<file path="config.mk">
export PLATFORM = sky130hd
export DESIGN_NAME = vwire_irq_decoder
export DESIGN_NICKNAME = d
export VERILOG_FILES = /design/src/rtl/vwire_pkg.sv /design/src/rtl/vwire_ctrl.sv /design/src/rtl/vwire_datapath.sv /design/src/rtl/vwire_irq_decoder.sv
export SDC_FILE = /design/constraint.sdc
export NUM_CORES = 1
export LEC_CHECK = 0
export ABC_AREA = 1
export BUFFER_PORTS_ARGS = -buffer_cell sky130_fd_sc_hd__buf_2
export CAP_MARGIN = 20
export CORE_AREA = 2 2 39 41
export CTS_CLUSTER_DIAMETER = 80
export CTS_CLUSTER_SIZE = 8
export DETAILED_ROUTE_END_ITERATION = 7
export DIE_AREA = 0 0 41 43
export SLEW_MARGIN = 10
export SYNTH_ARGS = -nofsm -noshare
export SYNTH_HDL_FRONTEND = slang
export SYNTH_HIERARCHICAL = 1
export SYNTH_SLANG_ARGS = --single-unit
</file>
<file path="constraint.sdc">
create_clock -name clk -period 0.8 [get_ports clk]
set_input_delay 0.12 -clock clk [delete_from_list [all_inputs] [get_ports clk]]
set_output_delay 0.12 -clock clk [all_outputs]
set_load 0.05 [all_outputs]
</file>
<file path="src/rtl/vwire_pkg.sv">
package vwire_pkg;
  localparam int VW_COUNT = 4;
  localparam int PIN_W = $clog2(VW_COUNT);

  typedef struct packed {
    logic [VW_COUNT-1:0] setMask;
    logic [VW_COUNT-1:0] clrMask;
    logic                clearAll;
  } vwStrobes_t;
endpackage

</file>
<file path="src/rtl/vwire_ctrl.sv">
module vwire_ctrl
  import vwire_pkg::*;
(
  input  logic             clk,
  input  logic             rst,
  input  logic             rcMode,
  input  logic             msgValid,
  input  logic             msgAssert,
  input  logic [PIN_W-1:0] msgPin,
  output vwStrobes_t       strobes
);
  logic [VW_COUNT-1:0] hit;

  generate
    for (genvar i = 0; i < VW_COUNT; i++) begin : g_dec
      always_comb begin
        hit[i]                = msgValid && rcMode && (msgPin == PIN_W'(i));
        strobes.setMask[i]    = hit[i] && msgAssert;
        strobes.clrMask[i]    = hit[i] && !msgAssert;
      end
    end
  endgenerate

  always_comb strobes.clearAll = rst || !rcMode;

  // no strobe leaves the control outside root-complex mode
  assert_ignore_outside_rc_R7: assert property (@(posedge clk) disable iff (rst)
    !rcMode |-> (strobes.setMask == '0 && strobes.clrMask == '0));

  // one message touches at most one wire
  assert_single_wire_R10: assert property (@(posedge clk) disable iff (rst)
    $onehot0(strobes.setMask | strobes.clrMask));
endmodule

</file>
<file path="src/rtl/vwire_datapath.sv">
module vwire_datapath
  import vwire_pkg::*;
#(
  parameter int SYNC_STAGES = 2
) (
  input  logic                clk,
  input  logic                rst,
  input  vwStrobes_t          strobes,
  input  logic [VW_COUNT-1:0] extIrqN,
  output logic [VW_COUNT-1:0] intOutN
);
  logic [VW_COUNT-1:0]    wireLevel;
  logic [VW_COUNT-1:0]    extActive;
  logic [SYNC_STAGES-1:0] syncChain [VW_COUNT];

  always_ff @(posedge clk) begin
    if (strobes.clearAll) wireLevel <= '0;
    else wireLevel <= (wireLevel | strobes.setMask) & ~strobes.clrMask;
  end

  generate
    for (genvar i = 0; i < VW_COUNT; i++) begin : g_sync
      always_ff @(posedge clk) begin
        if (rst) syncChain[i] <= '1;
        else syncChain[i] <= {syncChain[i][SYNC_STAGES-2:0], extIrqN[i]};
      end
      always_comb extActive[i] = !syncChain[i][SYNC_STAGES-1];

      // a set strobe leaves the wire active
      assert_set_level_R2: assert property (@(posedge clk) disable iff (rst)
        (strobes.setMask[i] && !strobes.clearAll) |=> !intOutN[i]);

      // repeated assert keeps every level unchanged
      assert_repeat_set_R4: assert property (@(posedge clk) disable iff (rst)
        (strobes.setMask[i] && wireLevel[i] && !strobes.clearAll) |=> $stable(wireLevel));
    end
  endgenerate

  always_comb intOutN = ~(wireLevel | extActive);

  // reset leaves every output inactive
  assert_reset_idle_R1: assert property (@(posedge clk)
    rst |=> (intOutN == '1));

  // a clear cycle empties all levels
  assert_mode_clear_R8: assert property (@(posedge clk) disable iff (rst)
    strobes.clearAll |=> (wireLevel == '0));
endmodule

</file>
<file path="src/rtl/vwire_irq_decoder.sv">
module vwire_irq_decoder
  import vwire_pkg::*;
#(
  parameter int SYNC_STAGES = 2
) (
  input  logic                clk,
  input  logic                rst,
  input  logic                rcMode,
  input  logic                msgValid,
  output logic                msgReady,
  input  logic                msgAssert,
  input  logic [PIN_W-1:0]    msgPin,
  input  logic [VW_COUNT-1:0] extIrqN,
  output logic [VW_COUNT-1:0] intOutN
);
  vwStrobes_t strobes;

  assign msgReady = 1'b1;

  vwire_ctrl u_ctrl (
    .clk(clk), .rst(rst), .rcMode(rcMode), .msgValid(msgValid),
    .msgAssert(msgAssert), .msgPin(msgPin), .strobes(strobes)
  );

  vwire_datapath #(.SYNC_STAGES(SYNC_STAGES)) u_dp (
    .clk(clk), .rst(rst), .strobes(strobes), .extIrqN(extIrqN), .intOutN(intOutN)
  );
endmodule

</file>
==> flow_summary.html, run 1 <==
<table>
<tr><th>Metric</th><th>Value</th></tr>
<tr><th colspan="2">Placed design</th></tr>
<tr><td>Placement Setup Slack</td><td>0.001606 ns</td></tr>
<tr><td>DP Wirelength</td><td>560 um</td></tr>
<tr><td>Final RePlAce weighted congestion</td><td>0.7245</td></tr>
<tr><td># port buffers</td><td>14</td></tr>
<tr><td>Post-Place Cell Area</td><td>590.6 sq um</td></tr>
<tr><td>DP Cell Count</td><td>96</td></tr>
<tr><th colspan="2">Power and ir drop</th></tr>
<tr><td>Portion of total power attributed to the clock network</td><td>30.2%</td></tr>
<tr><td>Proportion of power drawn by flip-flops and latches</td><td>55.2%</td></tr>
<tr><td>Lkg Pwr</td><td>0.3127 nW</td></tr>
<tr><td>Switching component of the power</td><td>274.9 uW</td></tr>
<tr><td>Pwr dens</td><td>1728 nW/um^2</td></tr>
<tr><td>Sum of internal, switching and leakage power</td><td>1.133 mW</td></tr>
<tr><td>Internal power component</td><td>858.4 uW</td></tr>
<tr><td>Largest vdd supply drop</td><td>0.001323 V</td></tr>
<tr><td>Comb power frac</td><td>14.6%</td></tr>
<tr><td>Switch share</td><td>24.26%</td></tr>
<tr><th colspan="2">Logic synthesis</th></tr>
<tr><td>Count of yosys warnings during synthesis</td><td>6</td></tr>
<tr><td>Top cells by count, synth</td><td>sky130_fd_sc_hd__nor2_1 (15), sky130_fd_sc_hd__inv_1 (13), sky130_fd_sc_hd__dfxtp_1 (12)</td></tr>
<tr><td>Count leader, synth</td><td>sky130_fd_sc_hd__nor2_1</td></tr>
<tr><td>Mapped Nets</td><td>78</td></tr>
<tr><td>Top area cells in the synthesized netlist</td><td>sky130_fd_sc_hd__dfxtp_1 (50%), sky130_fd_sc_hd__nor2_1 (12%), sky130_fd_sc_hd__or2_1 (10%)</td></tr>
<tr><td>Area of the mapped netlist</td><td>478.0 sq um</td></tr>
<tr><td>Post-synthesis cell type with the largest combined area</td><td>sky130_fd_sc_hd__dfxtp_1</td></tr>
<tr><td>Top FF cell, synth</td><td>sky130_fd_sc_hd__dfxtp_1</td></tr>
<tr><td>Unique masters post-synth</td><td>9</td></tr>
<tr><td>Post-synth ARST share</td><td>0%</td></tr>
<tr><td>Syn avg cell area</td><td>7.134 sq um</td></tr>
<tr><td>Sequential fraction of the synthesis area</td><td>50.26%</td></tr>
<tr><td>Post-Syn Instances</td><td>67</td></tr>
<tr><td>Number of synthesized register bits</td><td>12</td></tr>
<tr><td>Area fraction of the dominant cell type after synthesis</td><td>50.26%</td></tr>
<tr><td>EDFF count, synth</td><td>0</td></tr>
<tr><th colspan="2">Worst setup path</th></tr>
<tr><td>Startpoint Class</td><td>flip-flop</td></tr>
<tr><td>Endpoint arrival time on the critical path</td><td>0.85 ns</td></tr>
<tr><td>CP Buf/Inv Count</td><td>1</td></tr>
<tr><td>Critical path, cell by cell</td><td>nor2_4 -&gt; buf_8</td></tr>
<tr><td>Top Family by Delay on Critical Path</td><td>flip-flops</td></tr>
<tr><td>Maximum cell stage delay along the critical path</td><td>0.34 ns</td></tr>
<tr><td>Required @ worst endpoint</td><td>0.68 ns</td></tr>
<tr><td>CP max stage cell</td><td>sky130_fd_sc_hd__dfxtp_2</td></tr>
<tr><td>Crit Path Category</td><td>flip-flop to output port</td></tr>
<tr><td>Largest fanout of any net on the critical path</td><td>2</td></tr>
<tr><td>Setup crit end kind</td><td>output port</td></tr>
<tr><th colspan="2">GRT</th></tr>
<tr><td>Gr ovfl total</td><td>0</td></tr>
<tr><td>First-pass GRT wire length</td><td>1214 um</td></tr>
<tr><td>Vias in the first global route</td><td>314</td></tr>
<tr><td>Maximum number of pins on one net before global-route repair</td><td>10</td></tr>
<tr><td>Total routing usage reported by global routing</td><td>10.63%</td></tr>
<tr><td>Initial antenna violation count</td><td>0</td></tr>
<tr><th colspan="2">Layout</th></tr>
<tr><td>Antenna diode count</td><td>0</td></tr>
<tr><td>Area overhead of the layout relative to synthesis</td><td>37.17%</td></tr>
<tr><td>Final design instance area without fill</td><td>655.6 sq um</td></tr>
<tr><td>Fin nets</td><td>96</td></tr>
<tr><td>Post-route non-filler standard cell count</td><td>99</td></tr>
<tr><td>Ratio of cells with drive above 1 in the final layout</td><td>40.96%</td></tr>
<tr><td>End-of-flow core utilization</td><td>47.38%</td></tr>
<tr><td>Number of filler cells placed in the layout</td><td>151</td></tr>
<tr><th colspan="2">Clocking</th></tr>
<tr><td>Number of buffers on the longest clock path</td><td>2</td></tr>
<tr><td>Post-CTS clock slew at the launch and capture registers of the worst setup and hold paths</td><td>0.06 ns</td></tr>
<tr><td>Total number of H-tree levels</td><td>1</td></tr>
<tr><td>Number of sinks on the clock net</td><td>12</td></tr>
<tr><td>PostCTS Resize Cnt</td><td>18</td></tr>
<tr><td>Source-to-sink clock delay at the later pin of the worst-skew pair</td><td>0.26 ns</td></tr>
<tr><td>Post-CTS setup buffers</td><td>0</td></tr>
<tr><td>Cts bufs inserted</td><td>3</td></tr>
<tr><td>Root Buffer</td><td>sky130_fd_sc_hd__clkbuf_4</td></tr>
<tr><td>CTS tree</td><td>yes</td></tr>
<tr><td>Hold-fix buffers at CTS</td><td>0</td></tr>
<tr><th colspan="2">Hold path</th></tr>
<tr><td>Hold WC Path Type</td><td>input pin to flip-flop</td></tr>
<tr><th colspan="2">Routing</th></tr>
<tr><td>DR pass1 iterations</td><td>2</td></tr>
<tr><td>Total vias in the final route</td><td>403</td></tr>
<tr><td>Routed WL per cell</td><td>7.192 um</td></tr>
<tr><td>DRC</td><td>0</td></tr>
<tr><td>Post-detailed-route via-to-cell ratio</td><td>4.071</td></tr>
<tr><td>Detailed Route Iter0 Violations</td><td>2</td></tr>
<tr><td>Post-DRT Antenna Nets</td><td>0</td></tr>
<tr><td>Routed wire length</td><td>712 um</td></tr>
<tr><th colspan="2">Timing</th></tr>
<tr><td>Worst setup margin</td><td>-0.1728 ns</td></tr>
<tr><td>Unrepaired setup endpoints after global routing</td><td>yes</td></tr>
<tr><td>Total count of max-transition violations in the final report</td><td>0</td></tr>
<tr><td>Minimum clock period</td><td>0.9728 ns</td></tr>
<tr><td>Setup-failing EPs final</td><td>4</td></tr>
<tr><td>Total negative slack</td><td>-0.6793 ns</td></tr>
<tr><td>Worst Hold Slack</td><td>0.03279 ns</td></tr>
<tr><td>Max Fclk</td><td>1.028 GHz</td></tr>
<tr><td>Final Hold Viols</td><td>0</td></tr>
<tr><td>Final period util</td><td>121.6%</td></tr>
<tr><td>Worst clock skew</td><td>0.00004360 ns</td></tr>
<tr><th colspan="2">Floorplanning</th></tr>
<tr><td>Vertical die dimension</td><td>43 um</td></tr>
<tr><td>Starting Density</td><td>34.54%</td></tr>
<tr><td>Area of the die</td><td>1763 sq um</td></tr>
<tr><td>Core Region</td><td>1384 sq um</td></tr>
<tr><td>Die X</td><td>41 um</td></tr>
<tr><td>Row Count</td><td>14</td></tr>
<tr><td>Total I/O pin count</td><td>16</td></tr>
<tr><th colspan="2">Outcome</th></tr>
<tr><td>Status</td><td>finished, violations left</td></tr>
<tr><td>Violated checks</td><td>negative setup slack</td></tr>
<tr><th colspan="2">Flow run</th></tr>
<tr><td>Reported max-cap violation count</td><td>0</td></tr>
</table>
==> path summary, 6_finish.rpt <==
kind                                                        end  slack (ns)                       startpoint  cells past startpoint
worst min register to register  u_dp/syncChain[1][1]$_SDFF_PP1_        0.40  u_dp/syncChain[1][0]$_SDFF_PP1_                      1
worst max-delay path                                 intOutN[3]       -0.17     u_dp/wireLevel[3]$_SDFF_PP0_                      2
worst min-delay path            u_dp/syncChain[1][2]$_SDFF_PP1_        0.03                       extIrqN[3]                      2
worst max register to register  u_dp/syncChain[1][3]$_SDFF_PP1_        0.19  u_dp/syncChain[1][2]$_SDFF_PP1_                      1
==> cells in the final DEF, fill, tap and decap left out <==
| cell type | count |
|---|---|
| sky130_fd_sc_hd__nor2_1 | 11 |
| sky130_fd_sc_hd__buf_2 | 10 |
| sky130_fd_sc_hd__nand2_1 | 10 |
| sky130_fd_sc_hd__inv_1 | 9 |
| sky130_fd_sc_hd__or2_1 | 8 |
| sky130_fd_sc_hd__dfxtp_2 | 8 |
| sky130_fd_sc_hd__nor3_1 | 6 |
| sky130_fd_sc_hd__inv_2 | 5 |
| sky130_fd_sc_hd__nor2_4 | 4 |
| sky130_fd_sc_hd__dfxtp_1 | 4 |
| sky130_fd_sc_hd__clkbuf_4 | 3 |
| sky130_fd_sc_hd__buf_8 | 2 |
| sky130_fd_sc_hd__buf_6 | 2 |
| sky130_fd_sc_hd__conb_1 | 1 |
==> logic make-up after synthesis <==
| kind of cell | after synthesis | synth area share (%) |
|---|---|---|
| simple gates | 39 | 36.39 |
| other cells | 1 | 0.7846 |
| flops | 12 | 50.26 |
| buf+inv | 15 | 12.57 |
==> state kept, by name (all words and copies together), names as in the netlist <==
name	flops
u_dp/syncChain	8
u_dp/wireLevel	4
==> power by group through the flow <==
stage | sequential, mW | clock [mW] | combinational (mW)
after global routing | 0.627 | 0.391 | 0.183
after detailed placement | 0.636 | 0 | 0.148
after global placement | 0.636 | 0 | 0.147
after CTS | 0.625 | 0.365 | 0.163
after floorplan | 0.635 | 0 | 0.105
final | 0.626 | 0.342 | 0.166
==> area by class of cell <==
type	count	area, sq um	share of cell area [%]
well taps	16	20.02	3.053
repair buffers	14	102.6	15.65
flip-flops and latches	12	250.2	38.17
inverters	14	52.55	8.015
clock buffers	3	22.52	3.435
multi-input cells	40	207.7	31.68
==> routing by layer <==
layer | GRT usage, % | vias to the layer above | wire, um
met4 | 4.000 | 0 | 4
li1 | - | 223 | -
met3 | 8.377 | 2 | 65
met2 | 14.69 | 12 | 341
met5 | 0 | - | 0
met1 | 11.88 | 166 | 302
Note: power is estimated with default switching activity, not from simulation.
==> run 2: changes to the inputs <==
==> constraint.sdc (replaced) <==
create_clock -name clk -period 1.24 [get_ports clk]
set_input_delay 0.186 -clock clk [delete_from_list [all_inputs] [get_ports clk]]
set_output_delay 0.186 -clock clk [all_outputs]
set_load 0.05 [all_outputs]
==> flow_summary.html, run 2 (synthesized netlist as in run 1, its figures left out) <==
<table>
<tr><th>Metric</th><th>Value</th></tr>
<tr><th colspan="2">Outcome</th></tr>
<tr><td>Status</td><td>finished, final reports clean (was finished, violations left)</td></tr>
<tr><th colspan="2">Worst setup path</th></tr>
<tr><td>Reg-to-reg slack, setup</td><td>0.63 ns (was 0.19 ns)</td></tr>
<tr><td>R2R cell count</td><td>1 (unchanged)</td></tr>
<tr><td>Required @ worst endpoint</td><td>1.05 ns (was 0.68 ns)</td></tr>
<tr><td>Maximum cell stage delay along the critical path</td><td>0.30 ns (was 0.34 ns)</td></tr>
<tr><td>Setup crit end kind</td><td>output port (unchanged)</td></tr>
<tr><td>Endpoint of the worst register-to-register path</td><td>u_dp/syncChain[1][3]$_SDFF_PP1_ (unchanged)</td></tr>
<tr><td>CP max stage cell</td><td>sky130_fd_sc_hd__dfxtp_1 (was sky130_fd_sc_hd__dfxtp_2)</td></tr>
<tr><td>Crit Path Category</td><td>flip-flop to output port (unchanged)</td></tr>
<tr><td>Launch instance of the worst register-to-register path</td><td>u_dp/syncChain[1][2]$_SDFF_PP1_ (unchanged)</td></tr>
<tr><td>Endpoint arrival time on the critical path</td><td>0.93 ns (was 0.85 ns)</td></tr>
<tr><td>Largest fanout of any net on the critical path</td><td>1 (was 2)</td></tr>
<tr><td>Startpoint Class</td><td>flip-flop (unchanged)</td></tr>
<tr><td>Critical path, cell by cell</td><td>inv_1 -&gt; nor2_1 -&gt; buf_2 (was nor2_4 -&gt; buf_8)</td></tr>
<tr><th colspan="2">Hold path</th></tr>
<tr><td>Hold path endpoint</td><td>u_dp/syncChain[0][0]$_SDFF_PP1_ (was u_dp/syncChain[1][2]$_SDFF_PP1_)</td></tr>
<tr><td>Hold Path Origin</td><td>extIrqN[0] (was extIrqN[3])</td></tr>
<tr><td>Worst Hold Path Cells</td><td>2 (unchanged)</td></tr>
<tr><td>Hold WC Path Type</td><td>input pin to flip-flop (unchanged)</td></tr>
<tr><th colspan="2">Layout</th></tr>
<tr><td>Antenna diode count</td><td>0 (unchanged)</td></tr>
<tr><td>Area overhead of the layout relative to synthesis</td><td>21.99% (was 37.17%)</td></tr>
<tr><td>Fin nets</td><td>96 (unchanged)</td></tr>
<tr><td>Flip-flop count of the largest register, all copies and words added</td><td>8 (unchanged)</td></tr>
<tr><td>Commonest non-fill, non-tap cell in the layout</td><td>sky130_fd_sc_hd__nor2_1 (unchanged)</td></tr>
<tr><td>Storage element area</td><td>240.2 sq um (was 250.2 sq um)</td></tr>
<tr><td>Number of filler cells placed in the layout</td><td>151 (unchanged)</td></tr>
<tr><td>Largest registers in the final layout</td><td>u_dp/syncChain: 8 flops, u_dp/wireLevel: 4 flops (unchanged)</td></tr>
<tr><td>Top reg by flops</td><td>u_dp/syncChain (unchanged)</td></tr>
<tr><td>Ratio of cells with drive above 1 in the final layout</td><td>21.69% (was 40.96%)</td></tr>
<tr><td>Most used cells in the layout excluding fill and tap cells</td><td>sky130_fd_sc_hd__nor2_1 (15), sky130_fd_sc_hd__buf_2 (14), sky130_fd_sc_hd__inv_1 (13) (was sky130_fd_sc_hd__nor2_1 (11), sky130_fd_sc_hd__buf_2 (10), sky130_fd_sc_hd__nand2_1 (10))</td></tr>
<tr><td>Multi-input logic area</td><td>177.7 sq um (was 207.7 sq um)</td></tr>
<tr><td>Final design instance area without fill</td><td>583.1 sq um (was 655.6 sq um)</td></tr>
<tr><th colspan="2">Power and ir drop</th></tr>
<tr><td>Proportion of power drawn by flip-flops and latches</td><td>56.5% (was 55.2%)</td></tr>
<tr><td>Portion of total power attributed to the clock network</td><td>30.8% (was 30.2%)</td></tr>
<tr><td>Internal power component</td><td>540.2 uW (was 858.4 uW)</td></tr>
<tr><td>Comb power frac</td><td>12.7% (was 14.6%)</td></tr>
<tr><td>Lkg Pwr</td><td>0.2933 nW (was 0.3127 nW)</td></tr>
<tr><td>Pwr dens</td><td>1217 nW/um^2 (was 1728 nW/um^2)</td></tr>
<tr><td>Switch share</td><td>23.86% (was 24.26%)</td></tr>
<tr><td>Largest vdd supply drop</td><td>0.0006636 V (was 0.001323 V)</td></tr>
<tr><td>Switching component of the power</td><td>169.2 uW (was 274.9 uW)</td></tr>
<tr><th colspan="2">Clocking</th></tr>
<tr><td>Source-to-sink clock delay at the later pin of the worst-skew pair</td><td>0.26 ns (about the same)</td></tr>
<tr><td>Cts bufs inserted</td><td>3 (unchanged)</td></tr>
<tr><td>Post-CTS setup buffers</td><td>0 (unchanged)</td></tr>
<tr><td>Number of sinks on the clock net</td><td>12 (unchanged)</td></tr>
<tr><td>Root Buffer</td><td>sky130_fd_sc_hd__clkbuf_4 (unchanged)</td></tr>
<tr><td>Number of buffers on the longest clock path</td><td>2 (unchanged)</td></tr>
<tr><td>CTS tree</td><td>yes (unchanged)</td></tr>
<tr><td>Post-CTS clock slew at the launch and capture registers of the worst setup and hold paths</td><td>0.06 ns (about the same)</td></tr>
<tr><td>PostCTS Resize Cnt</td><td>0 (was 18)</td></tr>
<tr><td>Total number of H-tree levels</td><td>1 (unchanged)</td></tr>
<tr><td>Hold-fix buffers at CTS</td><td>0 (unchanged)</td></tr>
<tr><th colspan="2">Routing</th></tr>
<tr><td>DRC</td><td>0 (unchanged)</td></tr>
<tr><td>Routed WL per cell</td><td>6.737 um (was 7.192 um)</td></tr>
<tr><td>Post-detailed-route via-to-cell ratio</td><td>4.020 (was 4.071)</td></tr>
<tr><td>DR pass1 iterations</td><td>2 (unchanged)</td></tr>
<tr><td>Detailed Route Iter0 Violations</td><td>4 (was 2)</td></tr>
<tr><td>Routed wire length</td><td>667 um (was 712 um)</td></tr>
<tr><td>Total vias in the final route</td><td>398 (was 403)</td></tr>
<tr><td>Post-DRT Antenna Nets</td><td>0 (unchanged)</td></tr>
<tr><th colspan="2">Timing</th></tr>
<tr><td>Minimum clock period</td><td>1.116 ns</td></tr>
<tr><td>Total negative slack</td><td>0 ns (was -0.6793 ns)</td></tr>
<tr><td>Final Hold Viols</td><td>0 (unchanged)</td></tr>
<tr><td>Worst clock skew</td><td>0.00008002 ns (was 0.00004360 ns)</td></tr>
<tr><td>Setup-failing EPs final</td><td>0 (was 4)</td></tr>
<tr><td>Unrepaired setup endpoints after global routing</td><td>no (was yes)</td></tr>
<tr><td>Total count of max-transition violations in the final report</td><td>0 (unchanged)</td></tr>
<tr><td>Max Fclk</td><td>0.8960 GHz</td></tr>
<tr><td>Final period util</td><td>90.01%</td></tr>
<tr><th colspan="2">Placed design</th></tr>
<tr><td># port buffers</td><td>14 (unchanged)</td></tr>
<tr><td>Final RePlAce weighted congestion</td><td>0.6280 (was 0.7245)</td></tr>
<tr><td>DP Wirelength</td><td>531.3 um (was 560 um)</td></tr>
<tr><td>Post-Place Cell Area</td><td>560.5 sq um (was 590.6 sq um)</td></tr>
<tr><th colspan="2">GRT</th></tr>
<tr><td>Maximum number of pins on one net before global-route repair</td><td>10 (unchanged)</td></tr>
<tr><td>Initial antenna violation count</td><td>0 (unchanged)</td></tr>
<tr><td>First-pass GRT wire length</td><td>1083 um (was 1214 um)</td></tr>
<tr><td>Total routing usage reported by global routing</td><td>9.505% (was 10.63%)</td></tr>
<tr><td>Vias in the first global route</td><td>296 (was 314)</td></tr>
<tr><td>Gr ovfl total</td><td>0 (unchanged)</td></tr>
<tr><th colspan="2">Floorplanning</th></tr>
<tr><td>Vertical die dimension</td><td>43 um (unchanged)</td></tr>
<tr><td>Die X</td><td>41 um (unchanged)</td></tr>
<tr><td>Starting Density</td><td>34.54% (unchanged)</td></tr>
<tr><td>Total I/O pin count</td><td>16 (unchanged)</td></tr>
<tr><td>Row Count</td><td>14 (unchanged)</td></tr>
<tr><td>Area of the die</td><td>1763 sq um (unchanged)</td></tr>
<tr><td>Core Region</td><td>1384 sq um (unchanged)</td></tr>
<tr><th colspan="2">Flow run</th></tr>
<tr><td>Reported max-cap violation count</td><td>0 (unchanged)</td></tr>
</table>
-- run 2: cell counts in the layout (fill, tap and decap cells not counted) --
No cell type changed its count.
-- run 2: cell type report --
class	count	share of cell area, %
multi-input combinational	40	30.47
clock buffer	3	3.863
timing repair buffer	14	12.02
sequential	12	41.20
tap	16	3.433
inverter	14	9.013
-- run 2: metrics by stage --
| stage | setup slack (ns) | total power [mW] | util, % | instances | hold slack (ns) |
|---|---|---|---|---|---|
| after global routing | 0.03774 | 0.7607 | 42.13 | 99 | 0.07836 |
| final | 0.1239 | 0.7094 | 42.13 | 99 | 0.09835 |
| after CTS | 0.1010 | 0.7238 | 42.13 | 99 | 0.09039 |
| after floorplan | 0.09333 | 0.4714 | - | 67 | 0.2831 |
| after global placement | 0.3895 | 0.4991 | 40.51 | 96 | 0.3621 |
| after detailed placement | 0.3671 | 0.5005 | 40.51 | 96 | 0.3661 |
-- run 2: worst max-delay path by stage --
stage	from	endpoint	depth (start not counted)
3_5_place_dp	rcMode	u_dp/wireLevel[0]$_SDFF_PP0_	7
2_1_floorplan	u_dp/syncChain[0][1]$_SDFF_PP1_	intOutN[0]	2
6_report	u_dp/syncChain[0][3]$_SDFF_PP1_	intOutN[1]	3
4_1_cts	u_dp/syncChain[0][3]$_SDFF_PP1_	intOutN[1]	3
5_1_grt	u_dp/syncChain[1][1]$_SDFF_PP1_	intOutN[2]	3
3_3_place_gp	rcMode	u_dp/wireLevel[2]$_SDFF_PP0_	6
-- run 2: worst max-delay path, delay by kind of cell (launching register included) --
family,cells,cell delay [ns]
DFF,1,0.30
buffers and inverters,2,0.29
and+or+nand+nor,1,0.07
-- run 2: per-layer routing --
layer / GRT usage, % / wire length [um] / part of all wire (%)
met1: 10.86 / 308 / 46
met5: 0 / 0 / 0
met2: 12.50 / 273 / 41
met3: 3.141 / 56 / 8.4
met4: 10.00 / 28 / 4.2
-- run 2: power by group through the flow --
stage	registers [mW]	logic [mW]	clock network [mW]
after detailed placement	0.410	0.0909	0
final	0.401	0.0899	0.219
after global placement	0.410	0.0895	0
after floorplan	0.409	0.0621	0
after CTS	0.401	0.0911	0.232
after global routing	0.402	0.0994	0.260
==> run 3: changes to the inputs <==
==> constraint.sdc (replaced) <==
create_clock -name clk -period 1.37 [get_ports clk]
set_input_delay 0.2055 -clock clk [delete_from_list [all_inputs] [get_ports clk]]
set_output_delay 0.2055 -clock clk [all_outputs]
set_load 0.05 [all_outputs]
==> flow_summary.html, run 3 (synthesized netlist as in run 1, its figures left out) <==
<table>
<tr><th>Metric</th><th>Value</th></tr>
<tr><th colspan="2">Outcome</th></tr>
<tr><td>Status</td><td>finished, final reports clean (unchanged)</td></tr>
<tr><th colspan="2">Worst setup path</th></tr>
<tr><td>Endpoint arrival time on the critical path</td><td>0.94 ns (was 0.93 ns)</td></tr>
<tr><td>Setup crit end kind</td><td>output port (unchanged)</td></tr>
<tr><td>R2R cell count</td><td>1 (unchanged)</td></tr>
<tr><td>Capturing instance or port of the critical path</td><td>intOutN[1] (unchanged)</td></tr>
<tr><td>Endpoint of the worst register-to-register path</td><td>u_dp/syncChain[1][3]$_SDFF_PP1_ (unchanged)</td></tr>
<tr><td>Reg-to-reg slack, setup</td><td>0.77 ns (was 0.63 ns)</td></tr>
<tr><td>Crit Path Category</td><td>flip-flop to output port (unchanged)</td></tr>
<tr><td>Largest fanout of any net on the critical path</td><td>1 (unchanged)</td></tr>
<tr><td>Launch instance of the worst register-to-register path</td><td>u_dp/syncChain[1][2]$_SDFF_PP1_ (unchanged)</td></tr>
<tr><td>Required @ worst endpoint</td><td>1.16 ns (was 1.05 ns)</td></tr>
<tr><td>Startpoint Class</td><td>flip-flop (unchanged)</td></tr>
<tr><td>First element of the critical path</td><td>u_dp/syncChain[0][3]$_SDFF_PP1_ (unchanged)</td></tr>
<tr><th colspan="2">Routing</th></tr>
<tr><td>DR pass1 iterations</td><td>4 (was 2)</td></tr>
<tr><td>Routed wire length</td><td>698 um (was 667 um)</td></tr>
<tr><td>Total vias in the final route</td><td>404 (was 398)</td></tr>
<tr><td>DRC</td><td>0 (unchanged)</td></tr>
<tr><td>Detailed Route Iter0 Violations</td><td>4 (unchanged)</td></tr>
<tr><td>Post-DRT Antenna Nets</td><td>0 (unchanged)</td></tr>
<tr><td>Routed WL per cell</td><td>6.980 um (was 6.737 um)</td></tr>
<tr><td>Post-detailed-route via-to-cell ratio</td><td>4.040 (was 4.020)</td></tr>
<tr><th colspan="2">Layout</th></tr>
<tr><td>Top reg by flops</td><td>u_dp/syncChain (unchanged)</td></tr>
<tr><td>Ratio of cells with drive above 1 in the final layout</td><td>22.62% (was 21.69%)</td></tr>
<tr><td>Commonest non-fill, non-tap cell in the layout</td><td>sky130_fd_sc_hd__nor2_1 (unchanged)</td></tr>
<tr><td>Number of filler cells placed in the layout</td><td>145 (was 151)</td></tr>
<tr><td>Most used cells in the layout excluding fill and tap cells</td><td>sky130_fd_sc_hd__nor2_1 (15), sky130_fd_sc_hd__buf_2 (14), sky130_fd_sc_hd__inv_1 (13) (unchanged)</td></tr>
<tr><td>Area overhead of the layout relative to synthesis</td><td>24.87% (was 21.99%)</td></tr>
<tr><td>Largest registers in the final layout</td><td>u_dp/syncChain: 8 flops, u_dp/wireLevel: 4 flops (unchanged)</td></tr>
<tr><td>Flip-flop count of the largest register, all copies and words added</td><td>8 (unchanged)</td></tr>
<tr><td>Fin nets</td><td>96 (unchanged)</td></tr>
<tr><td>Final design instance area without fill</td><td>596.8 sq um (was 583.1 sq um)</td></tr>
<tr><td>Antenna diode count</td><td>0 (unchanged)</td></tr>
<tr><th colspan="2">Clocking</th></tr>
<tr><td>Cts bufs inserted</td><td>3 (unchanged)</td></tr>
<tr><td>CTS tree</td><td>yes (unchanged)</td></tr>
<tr><td>Root Buffer</td><td>sky130_fd_sc_hd__clkbuf_4 (unchanged)</td></tr>
<tr><td>PostCTS Resize Cnt</td><td>0 (unchanged)</td></tr>
<tr><td>Post-CTS setup buffers</td><td>0 (unchanged)</td></tr>
<tr><td>Total number of H-tree levels</td><td>1 (unchanged)</td></tr>
<tr><td>Number of sinks on the clock net</td><td>12 (unchanged)</td></tr>
<tr><td>Source-to-sink clock delay at the later pin of the worst-skew pair</td><td>0.26 ns (about the same)</td></tr>
<tr><td>Hold-fix buffers at CTS</td><td>0 (unchanged)</td></tr>
<tr><td>Number of buffers on the longest clock path</td><td>2 (unchanged)</td></tr>
<tr><td>Post-CTS clock slew at the launch and capture registers of the worst setup and hold paths</td><td>0.07 ns (was 0.06 ns)</td></tr>
<tr><th colspan="2">Timing</th></tr>
<tr><td>Worst clock skew</td><td>0.003279 ns (was 0.00008002 ns)</td></tr>
<tr><td>Total count of max-transition violations in the final report</td><td>0 (unchanged)</td></tr>
<tr><td>Minimum clock period</td><td>1.149 ns</td></tr>
<tr><td>Max Fclk</td><td>0.8704 GHz</td></tr>
<tr><td>Final Hold Viols</td><td>0 (unchanged)</td></tr>
<tr><td>Final period util</td><td>83.87%</td></tr>
<tr><td>Total negative slack</td><td>0 ns (unchanged)</td></tr>
<tr><td>Setup-failing EPs final</td><td>0 (unchanged)</td></tr>
<tr><td>Unrepaired setup endpoints after global routing</td><td>no (unchanged)</td></tr>
<tr><th colspan="2">Hold path</th></tr>
<tr><td>Hold WC Path Type</td><td>input pin to flip-flop (unchanged)</td></tr>
<tr><td>Hold Path Origin</td><td>extIrqN[0] (unchanged)</td></tr>
<tr><th colspan="2">Floorplanning</th></tr>
<tr><td>Vertical die dimension</td><td>43 um (unchanged)</td></tr>
<tr><td>Starting Density</td><td>34.54% (unchanged)</td></tr>
<tr><td>Row Count</td><td>14 (unchanged)</td></tr>
<tr><td>Area of the die</td><td>1763 sq um (unchanged)</td></tr>
<tr><td>Total I/O pin count</td><td>16 (unchanged)</td></tr>
<tr><td>Die X</td><td>41 um (unchanged)</td></tr>
<tr><td>Core Region</td><td>1384 sq um (unchanged)</td></tr>
<tr><th colspan="2">Power and ir drop</th></tr>
<tr><td>Comb power frac</td><td>11.5% (was 12.7%)</td></tr>
<tr><td>Proportion of power drawn by flip-flops and latches</td><td>51.2% (was 56.5%)</td></tr>
<tr><td>Portion of total power attributed to the clock network</td><td>37.3% (was 30.8%)</td></tr>
<tr><td>Switch share</td><td>22.62% (was 23.86%)</td></tr>
<tr><td>Lkg Pwr</td><td>0.3005 nW (was 0.2933 nW)</td></tr>
<tr><td>Internal power component</td><td>548.6 uW (was 540.2 uW)</td></tr>
<tr><td>Largest vdd supply drop</td><td>0.0005893 V (was 0.0006636 V)</td></tr>
<tr><td>Pwr dens</td><td>1188 nW/um^2 (was 1217 nW/um^2)</td></tr>
<tr><td>Switching component of the power</td><td>160.4 uW (was 169.2 uW)</td></tr>
<tr><th colspan="2">Placed design</th></tr>
<tr><td># port buffers</td><td>14 (unchanged)</td></tr>
<tr><td>Post-Place Cell Area</td><td>560.5 sq um (unchanged)</td></tr>
<tr><td>DP Wirelength</td><td>557.5 um (was 531.3 um)</td></tr>
<tr><td>Final RePlAce weighted congestion</td><td>0.6169 (was 0.6280)</td></tr>
<tr><th colspan="2">GRT</th></tr>
<tr><td>Initial antenna violation count</td><td>0 (unchanged)</td></tr>
<tr><td>Maximum number of pins on one net before global-route repair</td><td>10 (unchanged)</td></tr>
<tr><td>Vias in the first global route</td><td>307 (was 296)</td></tr>
<tr><td>First-pass GRT wire length</td><td>1097 um (was 1083 um)</td></tr>
<tr><td>Gr ovfl total</td><td>0 (unchanged)</td></tr>
<tr><td>Total routing usage reported by global routing</td><td>9.403% (was 9.505%)</td></tr>
<tr><th colspan="2">Flow run</th></tr>
<tr><td>Reported max-cap violation count</td><td>0 (unchanged)</td></tr>
</table>
run 3: cell count changes in the layout (fill, tap and decap cells not counted):
cell,previous run,this run
sky130_fd_sc_hd__clkbuf_8,0,1
run 3: critical path, stage by stage, from the launching register on:
cell and delay, ns:
sky130_fd_sc_hd__dfxtp_1 0.32, sky130_fd_sc_hd__inv_1 0.04, sky130_fd_sc_hd__nor2_1 0.07, sky130_fd_sc_hd__buf_2 0.26
run 3: cell type report:
type | count | area, sq um | area share (%)
Multi-Input combinational cell | 40 | 177.7 | 29.77
Tap cell | 16 | 20.02 | 3.354
Timing Repair Buffer | 14 | 70.07 | 11.74
Inverter | 14 | 52.55 | 8.805
Clock buffer | 4 | 36.28 | 6.080
Sequential cell | 12 | 240.2 | 40.25
run 3: worst min path at each step:
stage	end	slack [ns]	cells past startpoint
3_3_place_gp	u_dp/syncChain[0][2]$_SDFF_PP1_	0.38	2
4_1_cts	u_dp/syncChain[0][0]$_SDFF_PP1_	0.11	2
3_5_place_dp	u_dp/syncChain[1][2]$_SDFF_PP1_	0.39	2
2_1_floorplan	u_dp/syncChain[0][0]$_SDFF_PP1_	0.30	1
6_report	u_dp/syncChain[0][0]$_SDFF_PP1_	0.11	2
5_1_grt	u_dp/syncChain[1][2]$_SDFF_PP1_	0.10	2
run 3: per-layer routing:
| metal | global-route usage [%] | share of wire [%] | up-vias |
|---|---|---|---|
| li1 | - | - | 227 |
| met1 | 10.53 | 47 | 163 |
| met2 | 13.44 | 44 | 12 |
| met3 | 3.141 | 7.6 | 2 |
| met4 | 8.000 | 0.72 | 0 |
| met5 | 0 | 0 | - |
run 3: metrics by stage:
stage                     setup slack, ns  hold WS [ns]  utilization [%]  cells  total power, mW
after CTS                          0.1976        0.1062            43.13    100           0.7232
after detailed placement           0.4617        0.3857            40.51     96           0.4536
after floorplan                    0.2038        0.3026                -     67           0.4267
final                              0.2210        0.1139            43.13    100           0.7090
after global placement             0.4873        0.3823            40.51     96           0.4517
after global routing               0.1578        0.1023            43.13    100           0.7491
run 3: power groups by stage:
stage	Clock, mW	Sequential (mW)	Combinational [mW]
2_1_floorplan	0	0.370	0.0562
3_3_place_gp	0	0.371	0.0810
3_5_place_dp	0	0.371	0.0824
4_1_cts	0.278	0.363	0.0825
5_1_grt	0.294	0.364	0.0905
6_report	0.264	0.363	0.0815
